[src/rtl/alsu_pkg.sv]
package alsu_pkg;

  typedef enum logic [1:0] {
    GRP_ARITH = 2'b00,
    GRP_LOGIC = 2'b01,
    GRP_SHR   = 2'b10,
    GRP_SHL   = 2'b11
  } alsu_grp_e;

  typedef enum logic [1:0] {
    YSEL_ZERO = 2'b00,
    YSEL_B    = 2'b01,
    YSEL_NB   = 2'b10,
    YSEL_ONES = 2'b11
  } alsu_ysel_e;

  typedef enum logic [1:0] {
    LOP_AND  = 2'b00,
    LOP_OR   = 2'b01,
    LOP_XOR  = 2'b10,
    LOP_NOTA = 2'b11
  } alsu_lop_e;

endpackage

[src/rtl/alsu_arith.sv]
module alsu_arith #(
  parameter int WIDTH = 8
) (
  input  logic [WIDTH-1:0] a,
  input  logic [WIDTH-1:0] b,
  input  logic [1:0]       ysel,
  input  logic             cin,
  output logic [WIDTH-1:0] sum,
  output logic             cout
);
  import alsu_pkg::*;

  logic [WIDTH-1:0] y;
  logic [WIDTH:0]   chain;

  assign chain[0] = cin;

  // per-bit operand multiplexer followed by one full adder per bit
  for (genvar i = 0; i < WIDTH; i++) begin : g_bit
    always_comb begin
      unique case (alsu_ysel_e'(ysel))
        YSEL_ZERO: y[i] = 1'b0;
        YSEL_B:    y[i] = b[i];
        YSEL_NB:   y[i] = ~b[i];
        default:   y[i] = 1'b1;
      endcase
    end

    assign sum[i]     = a[i] ^ y[i] ^ chain[i];
    assign chain[i+1] = (a[i] & y[i]) | (chain[i] & (a[i] ^ y[i]));
  end

  assign cout = chain[WIDTH];

endmodule

[src/rtl/alsu_logic.sv]
module alsu_logic #(
  parameter int WIDTH = 8
) (
  input  logic [WIDTH-1:0] a,
  input  logic [WIDTH-1:0] b,
  input  logic [1:0]       op,
  output logic [WIDTH-1:0] res
);
  import alsu_pkg::*;

  for (genvar i = 0; i < WIDTH; i++) begin : g_bit
    always_comb begin
      unique case (alsu_lop_e'(op))
        LOP_AND: res[i] = a[i] & b[i];
        LOP_OR:  res[i] = a[i] | b[i];
        LOP_XOR: res[i] = a[i] ^ b[i];
        default: res[i] = ~a[i];
      endcase
    end
  end

endmodule

[src/rtl/alsu_shift.sv]
module alsu_shift #(
  parameter int WIDTH = 8
) (
  input  logic [WIDTH-1:0] a,
  input  logic             sign_fill,
  output logic [WIDTH-1:0] right,
  output logic [WIDTH-1:0] left
);
  logic fill_hi;
  logic fill_lo;

  assign fill_hi = sign_fill & a[WIDTH-1];
  assign fill_lo = 1'b0;

  for (genvar i = 0; i < WIDTH; i++) begin : g_bit
    if (i == WIDTH - 1) begin : g_top
      assign right[i] = fill_hi;
    end else begin : g_mid_r
      assign right[i] = a[i+1];
    end

    if (i == 0) begin : g_bot
      assign left[i] = fill_lo;
    end else begin : g_mid_l
      assign left[i] = a[i-1];
    end
  end

endmodule

[src/rtl/alsu_top.sv]
module alsu_top #(
  parameter int WIDTH   = 8,
  parameter bit OUT_REG = 1'b1
) (
  input  logic             clk,
  input  logic             rst_n,
  input  logic [3:0]       sel,
  input  logic             carry_in,
  input  logic             shr_sign,
  input  logic [WIDTH-1:0] a,
  input  logic [WIDTH-1:0] b,
  output logic [WIDTH-1:0] f,
  output logic             carry_out
);
  import alsu_pkg::*;

  logic [WIDTH-1:0] arith_sum;
  logic             arith_cout;
  logic [WIDTH-1:0] logic_res;
  logic [WIDTH-1:0] shr_res;
  logic [WIDTH-1:0] shl_res;
  logic [WIDTH-1:0] f_next;
  logic             cout_next;
  logic             rst_core_n;

  alsu_arith #(.WIDTH(WIDTH)) u_arith (
    .a    (a),
    .b    (b),
    .ysel (sel[1:0]),
    .cin  (carry_in),
    .sum  (arith_sum),
    .cout (arith_cout)
  );

  alsu_logic #(.WIDTH(WIDTH)) u_logic (
    .a   (a),
    .b   (b),
    .op  (sel[1:0]),
    .res (logic_res)
  );

  alsu_shift #(.WIDTH(WIDTH)) u_shift (
    .a         (a),
    .sign_fill (shr_sign),
    .right     (shr_res),
    .left      (shl_res)
  );

  // result selection by operation group
  always_comb begin
    cout_next = 1'b0;
    unique case (alsu_grp_e'(sel[3:2]))
      GRP_ARITH: begin
        f_next    = arith_sum;
        cout_next = arith_cout;
      end
      GRP_LOGIC: f_next = logic_res;
      GRP_SHR:   f_next = shr_res;
      default:   f_next = shl_res;
    endcase
  end

  if (OUT_REG) begin : g_reg
    logic [1:0]       rst_pipe;
    logic [WIDTH-1:0] f_q;
    logic             cout_q;

    // asynchronous assertion, synchronous release
    always_ff @(posedge clk or negedge rst_n) begin
      if (!rst_n) rst_pipe <= 2'b00;
      else        rst_pipe <= {rst_pipe[0], 1'b1};
    end

    assign rst_core_n = rst_pipe[1];

    always_ff @(posedge clk or negedge rst_core_n) begin
      if (!rst_core_n) begin
        f_q    <= '0;
        cout_q <= 1'b0;
      end else begin
        f_q    <= f_next;
        cout_q <= cout_next;
      end
    end

    assign f         = f_q;
    assign carry_out = cout_q;
  end else begin : g_comb
    assign rst_core_n = rst_n;
    assign f          = f_next;
    assign carry_out  = cout_next;
  end

endmodule

[config.mk]
export PLATFORM = sky130hd
export DESIGN_NAME = alsu_top
export DESIGN_NICKNAME = d
export VERILOG_FILES = /design/src/rtl/alsu_pkg.sv /design/src/rtl/alsu_arith.sv /design/src/rtl/alsu_logic.sv /design/src/rtl/alsu_shift.sv /design/src/rtl/alsu_top.sv
export SDC_FILE = /design/constraint.sdc
export NUM_CORES = 1
export LEC_CHECK = 0
export BUFFER_PORTS_ARGS = -buffer_cell sky130_fd_sc_hd__buf_4
export CAP_MARGIN = 20
export CORE_ASPECT_RATIO = 1.5
export CORE_MARGIN = 3
export CORE_UTILIZATION = 50
export CTS_CLUSTER_SIZE = 24
export DETAILED_ROUTE_END_ITERATION = 8
export PLACE_DENSITY = 0.74
export REMOVE_ABC_BUFFERS = 1
export SKIP_CTS_REPAIR_TIMING = 1
export SYNTH_ARGS = -nofsm -noshare
export SYNTH_HDL_FRONTEND = slang
export SYNTH_SLANG_ARGS = --single-unit
[constraint.sdc]
create_clock -name clk -period 0.8 [get_ports clk]
set_input_delay 0.08 -clock clk [delete_from_list [all_inputs] [get_ports clk]]
set_output_delay 0.08 -clock clk [all_outputs]
set_load 0.005 [all_outputs]
# Yosys cells after proc, flatten, opt, wreduce, memory -nomap -nowiden
# Cells that the tools add are included.
# word_totals
latchBits	0
ff_bits	11
n_memories	0
word_cells	108
out_inout_bits	9
mem_bits_rw	0
input_bits	24
mem_bits_ro	0
# classes
n_div	0
n_addsub	0
n_eq_ne	4
n_reduce_logical	2
n_mul	0
order_cmp	0
n_mux	18
shifts	0
n_bitwise	81
# op_table
op	count
case mux 1 bit (3 select lines)	16
bitwise AND 1 bit	25
case mux 8 bit (3 select lines)	1
bitwise XOR 1 bit	24
inverter 1 bit	16
OR 1 bit	16
== test 2 x 1 -> 1 bit, second input constant	2
== test 2 bit, second input constant	2
zero test 2 bit	2
2-to-1 mux 1 bit	1

# Logic depth before layout (Yosys ltp)
# logic_depth
depth_word	20
depth_mapped	18
depth_no_buf	16

# Modules after synthesis
# A second synthesis with hierarchy kept.
# hier_totals
cells_unflattened	115
area_unflattened_um2	1383.8
# by_module_without_submodules
module	area_per_inst_um2	seq_area_each_um2	n_inst	cells_per_inst
alsu_logic	493.0	0.0	1	50
alsu_top	483.0	275.3	1	23
alsu_arith	277.8	0.0	1	24
alsu_shift	130.1	0.0	1	18

# Worst setup path before layout
# OpenSTA, ideal clock, no wires.
# synth_path
path_type	input-to-reg
start	input port sel[0]
end	register g_reg.f_q[7], in the netlist f[7]
setup_slack_ns	-2.876
arrival_time_ns	3.525
path_buffers	2
setup_time_ns	0.151
required_time_ns	0.649
path_stages	18
path_cell_list	clkbuf_1 > buf_2 > mux2i_1 > fa_1 > fa_1 > inv_1 > fa_1 > fa_1 > inv_1 > fa_1 > inv_1 > fa_1 > inv_1 > fa_1 > fa_1 > nor2_1 > a311oi_1 > a41oi_1
# synth_between
elab_chain_len	19
elab_cells_between_ends	43
cone_classes	eq/ne (2); mux (10); bitwise (30); reduce/logical (1)
# synth_rtl
item	line_no	rtl
start, declared	alsu_top.sv:7	input logic [3:0] sel,
== test 2 bit, or another cell as far along	alsu_arith.sv:21, alsu_logic.sv:13	
case mux 1 bit (3 select lines)	alsu_arith.sv:21	unique case (alsu_ysel_e'(ysel))
bitwise XOR 1 bit	alsu_arith.sv:30	assign chain[i+1] = (a[i] & y[i]) | (chain[i] & (a[i] ^ y[i]));
bitwise AND 1 bit	alsu_arith.sv:30	
OR 1 bit	alsu_arith.sv:30	
bitwise AND 1 bit	alsu_arith.sv:30	
OR 1 bit	alsu_arith.sv:30	
bitwise AND 1 bit	alsu_arith.sv:30	
[... 4 more ...]	-	
OR 1 bit	alsu_arith.sv:30	
bitwise AND 1 bit	alsu_arith.sv:30	
OR 1 bit	alsu_arith.sv:30	
bitwise AND 1 bit	alsu_arith.sv:30	
OR 1 bit	alsu_arith.sv:30	
bitwise XOR 1 bit	alsu_arith.sv:29	assign sum[i] = a[i] ^ y[i] ^ chain[i];
case mux 8 bit (3 select lines) *	alsu_top.sv:52	unique case (alsu_grp_e'(sel[3:2]))
net f_next[7]	alsu_top.sv:22	logic [WIDTH-1:0] f_next;
end signal, assigned	alsu_top.sv:81	f_q <= f_next;
end, declared	alsu_top.sv:65	logic [WIDTH-1:0] f_q;
# The timed path passes the listed nets; every way through them passes the cells marked *.

# Final worst setup path
# layout_path
start	input port b[0]
end	register g_reg.f_q[7], in the netlist f[7]
# layout_between
elab_chain_len	19
elab_cells_between_ends	20
cone_classes	mux (2); bitwise (18)
# layout_rtl
item	line_no	rtl
start, declared	alsu_top.sv:11	input logic [WIDTH-1:0] b,
inverter 1 bit	alsu_arith.sv:24	YSEL_NB: y[i] = ~b[i];
case mux 1 bit (3 select lines) *	alsu_arith.sv:21	
bitwise XOR 1 bit	alsu_arith.sv:30	
bitwise AND 1 bit	alsu_arith.sv:30	
OR 1 bit *	alsu_arith.sv:30	
bitwise AND 1 bit *	alsu_arith.sv:30	
OR 1 bit *	alsu_arith.sv:30	
bitwise AND 1 bit *	alsu_arith.sv:30	
[... 4 more ...]	-	
OR 1 bit *	alsu_arith.sv:30	
bitwise AND 1 bit *	alsu_arith.sv:30	
OR 1 bit *	alsu_arith.sv:30	
bitwise AND 1 bit *	alsu_arith.sv:30	
OR 1 bit *	alsu_arith.sv:30	
bitwise XOR 1 bit *	alsu_arith.sv:29	
case mux 8 bit (3 select lines) *	alsu_top.sv:52	
net f_next[7]	alsu_top.sv:22	
# Marks and branches as above.

==> flow_summary.toml <==
[setup_path]
critPathKind = "in2reg"
r2r-start = "g_reg.rst_pipe[0]"
crit_end = "f[7]"
worstPathMaxFanout = 2
crit_required_ns = 0.93
cp-startpoint = "b[0]"
endpoint_kind = "flip-flop"
start_kind = "input port"
reg2reg_to = "g_reg.rst_pipe[1]"
worstRegToRegCells = 0
rrSetupSlack_ns = 0.32
arrival_ns = 3.27

[synth]
yosysSeqAreaShare_pct = 21.46
ys_ff_latch = 11
synth_cells = 140
yosysUniqueCellTypes = 26
avgSynthCellArea_um2 = 9.161
ys_warn_count = 0
syn_area_um2 = 1282

[run_status]
violations = "negative setup slack"
status = "complete, but fails checks"

[cells_and_area]
num_antenna_cells = 0
drive_above_1_share_pct = 50.25
final_core_util_pct = 84.00
final_area_um2 = 1964
area_delta_synth_final_pct = 53.17
nNetsFinal = 246

[clocking]
cts_max_level = 1
clk_latency_ns = 0.26
clock_sinks = 11
clock_path_buffers = 2
cts_tree = "yes"
cts_buffers = 3
cts_root_buf = "clkbuf_4"
path_clk_slew_ns = 0.06

[global_routing]
grt.total_usage_pct = 21.57
antenna_found_initial = 0
overflow = 0
grt_max_degree = 21
grt_pass1_wl_mm = 5.154
first_global_vias = 1190

[drt]
vias = 1212
wl_mm = 3.523
first_pass_iters = 4
detail-route-antenna-nets = 0
routed_via_density = 5.509
drt_iter0_drc = 18
wl_per_cell_um = 16.01
drc = 0

[sta]
finalCriticalPeriod_ns = 3.140
setup_viol = 18
max_freq_mhz = 318.5
clock_skew_ns = 0.0007246
worst_slack_ns = -2.340
fin_tns_setup_ns = -12.76
grt_setup_unrepaired = "yes"
slew_violations = 0
finalCritPeriodShare_pct = 392.5
hold_violations = 0

[job]
max_cap_violations = 0

[die]
start_util_pct = 54.84
fp.dieW_um = 47.35
ioPinCount = 33
fp.coreArea_um2 = 2338
die-area_um2 = 3221
rows = 21
die_y_um = 68.03

[pwr]
p_per_area_nw_per_um2 = 1043
ir_drop_mv = 0.5837
p_total_mw = 2.050
p_leak_nw = 0.9349

[min_path]
worstHoldPathType = "in2async"

[place]
globalplace.congestion = 0.8670
dpl_worst_slack_ns = -2.757
place_area_um2 = 1737
port_buffers = 32
dp_hpwl_mm = 2.577
[per-layer routing]
metal  vias up  wire length (µm)  GRT usage (%)
met5         -                 0              0
met4         0                 0          3.460
met3         0               108         0.7895
met2        31              2094          40.44
met1       602              1320          26.38
li1        579                 -              -
[layout by cell type (no fill, tap or decap)]
master and instances:
buf_4 42, inv_1 17, ha_1 15, buf_6 15, nor2b_1 12, nand2_1 11
dfrtp_1 11, fa_2 8, o211ai_1 7, inv_2 5, o21ai_0 5, nand2b_1 4
mux2_2 3, nor2b_4 3, a211oi_2 3, mux4_2 3, mux2i_1 3, clkbuf_4 3
inv_4 2, nor2_1 2, a41oi_2 2, a21boi_0 2, a31oi_1 2, a21oi_2 2
a41oi_1 2, nor2_2 1, o2bb2ai_2 1, mux2i_2 1, mux2i_4 1, a311oi_1 1
a21oi_1 1, nor3_2 1, ha_4 1, clkbuf_1 1, conb_1 1, dlygate4sd3_1 1
buf_8 1, buf_12 1
[where the power goes]
group	switching (mW)	total (mW)	internal, mW	leakage [nW]
Clock	0.162	0.355	0.192	0.0150
Combinational	0.453	1.04	0.588	0.790
Sequential	0.0354	0.653	0.618	0.130
[cells in the mapped netlist]
library cell   n  area [µm²]
a21boi_0       2       15.01
nor3_1         1       5.000
clkbuf_1       3       11.26
nand2_1       11       41.29
conb_1         1       3.750
o21ai_0        5       25.02
buf_1          1       3.750
buf_2          3       15.01
nor2_1         3       11.26
a31oi_1        2       12.51
a41oi_1        4       35.03
o211ai_1       7       52.55
dfrtp_1       11       275.3
mux4_2         3       67.56
inv_1         23       86.33
ha_1          16       200.2
fa_1           8       160.2
mux2i_1        5       50.05
a311oi_1       1       8.760
inv_2          1       3.750
a21oi_1        3       15.01
mux2_2         3       33.78
a211oi_1       3       22.52
o2bb2ai_1      1       8.760
nor2b_1       15       93.84
nand2b_1       4       25.02
[layout make-up]
class / instances / area (µm²)
clock buffers: 4 / 26.28
fillers: 142 / 374.1
inverters: 24 / 95.09
multi-input cells: 98 / 1010
flip-flops and latches: 11 / 275.3
well taps: 23 / 28.78
repair buffers: 60 / 529.3
[state kept, by name, summed over array words and instances, names as in the netlist]
| signal | cells |
|---|---|
| f | 8 |
| g_reg.rst_pipe | 2 |
| carry_out | 1 |
[kinds of logic after synthesis]
kind of cell             synth area share [%]
other                                  0.2924
adder cells (fa/ha/maj)                 28.10
flip-flops                              21.46
AO/OA/AOI/OAI                           15.22
multiplexers                            11.80
AND/OR/NAND/NOR                         13.76
buffers and inverters                   9.365
[per-stage QoR]
stage                     hold WS, ns  std cells
after global placement        -0.1386        215
after global routing           0.1298        220
final                          0.1366        220
after floorplan               -0.2156        133
after CTS                     -0.4167        219
after detailed placement      -0.1353        215
[how the worst min path moves through the flow]
stage / from / end / slack (ns) / cells past startpoint
after floorplan: rst_n / g_reg.rst_pipe[0] / -0.22 / 0
after global placement: rst_n / g_reg.rst_pipe[1] / -0.14 / 1
after detailed placement: rst_n / g_reg.rst_pipe[1] / -0.14 / 1
after CTS: rst_n / g_reg.rst_pipe[1] / -0.42 / 1
after global routing: rst_n / g_reg.rst_pipe[0] / 0.13 / 2
final: rst_n / g_reg.rst_pipe[1] / 0.14 / 2
[worst max-delay path, stage by stage]
cell      delay [ns]
buf_8           0.10
mux2i_2         0.15
fa_2            0.35
fa_2            0.34
inv_2           0.06
fa_2            0.19
fa_2            0.20
inv_2           0.04
fa_2            0.32
inv_2           0.06
fa_2            0.18
inv_2           0.04
fa_2            0.34
fa_2            0.52
nor2_1          0.04
a311oi_1        0.20
a41oi_1         0.06
Power figures use the tool's default switching activity.
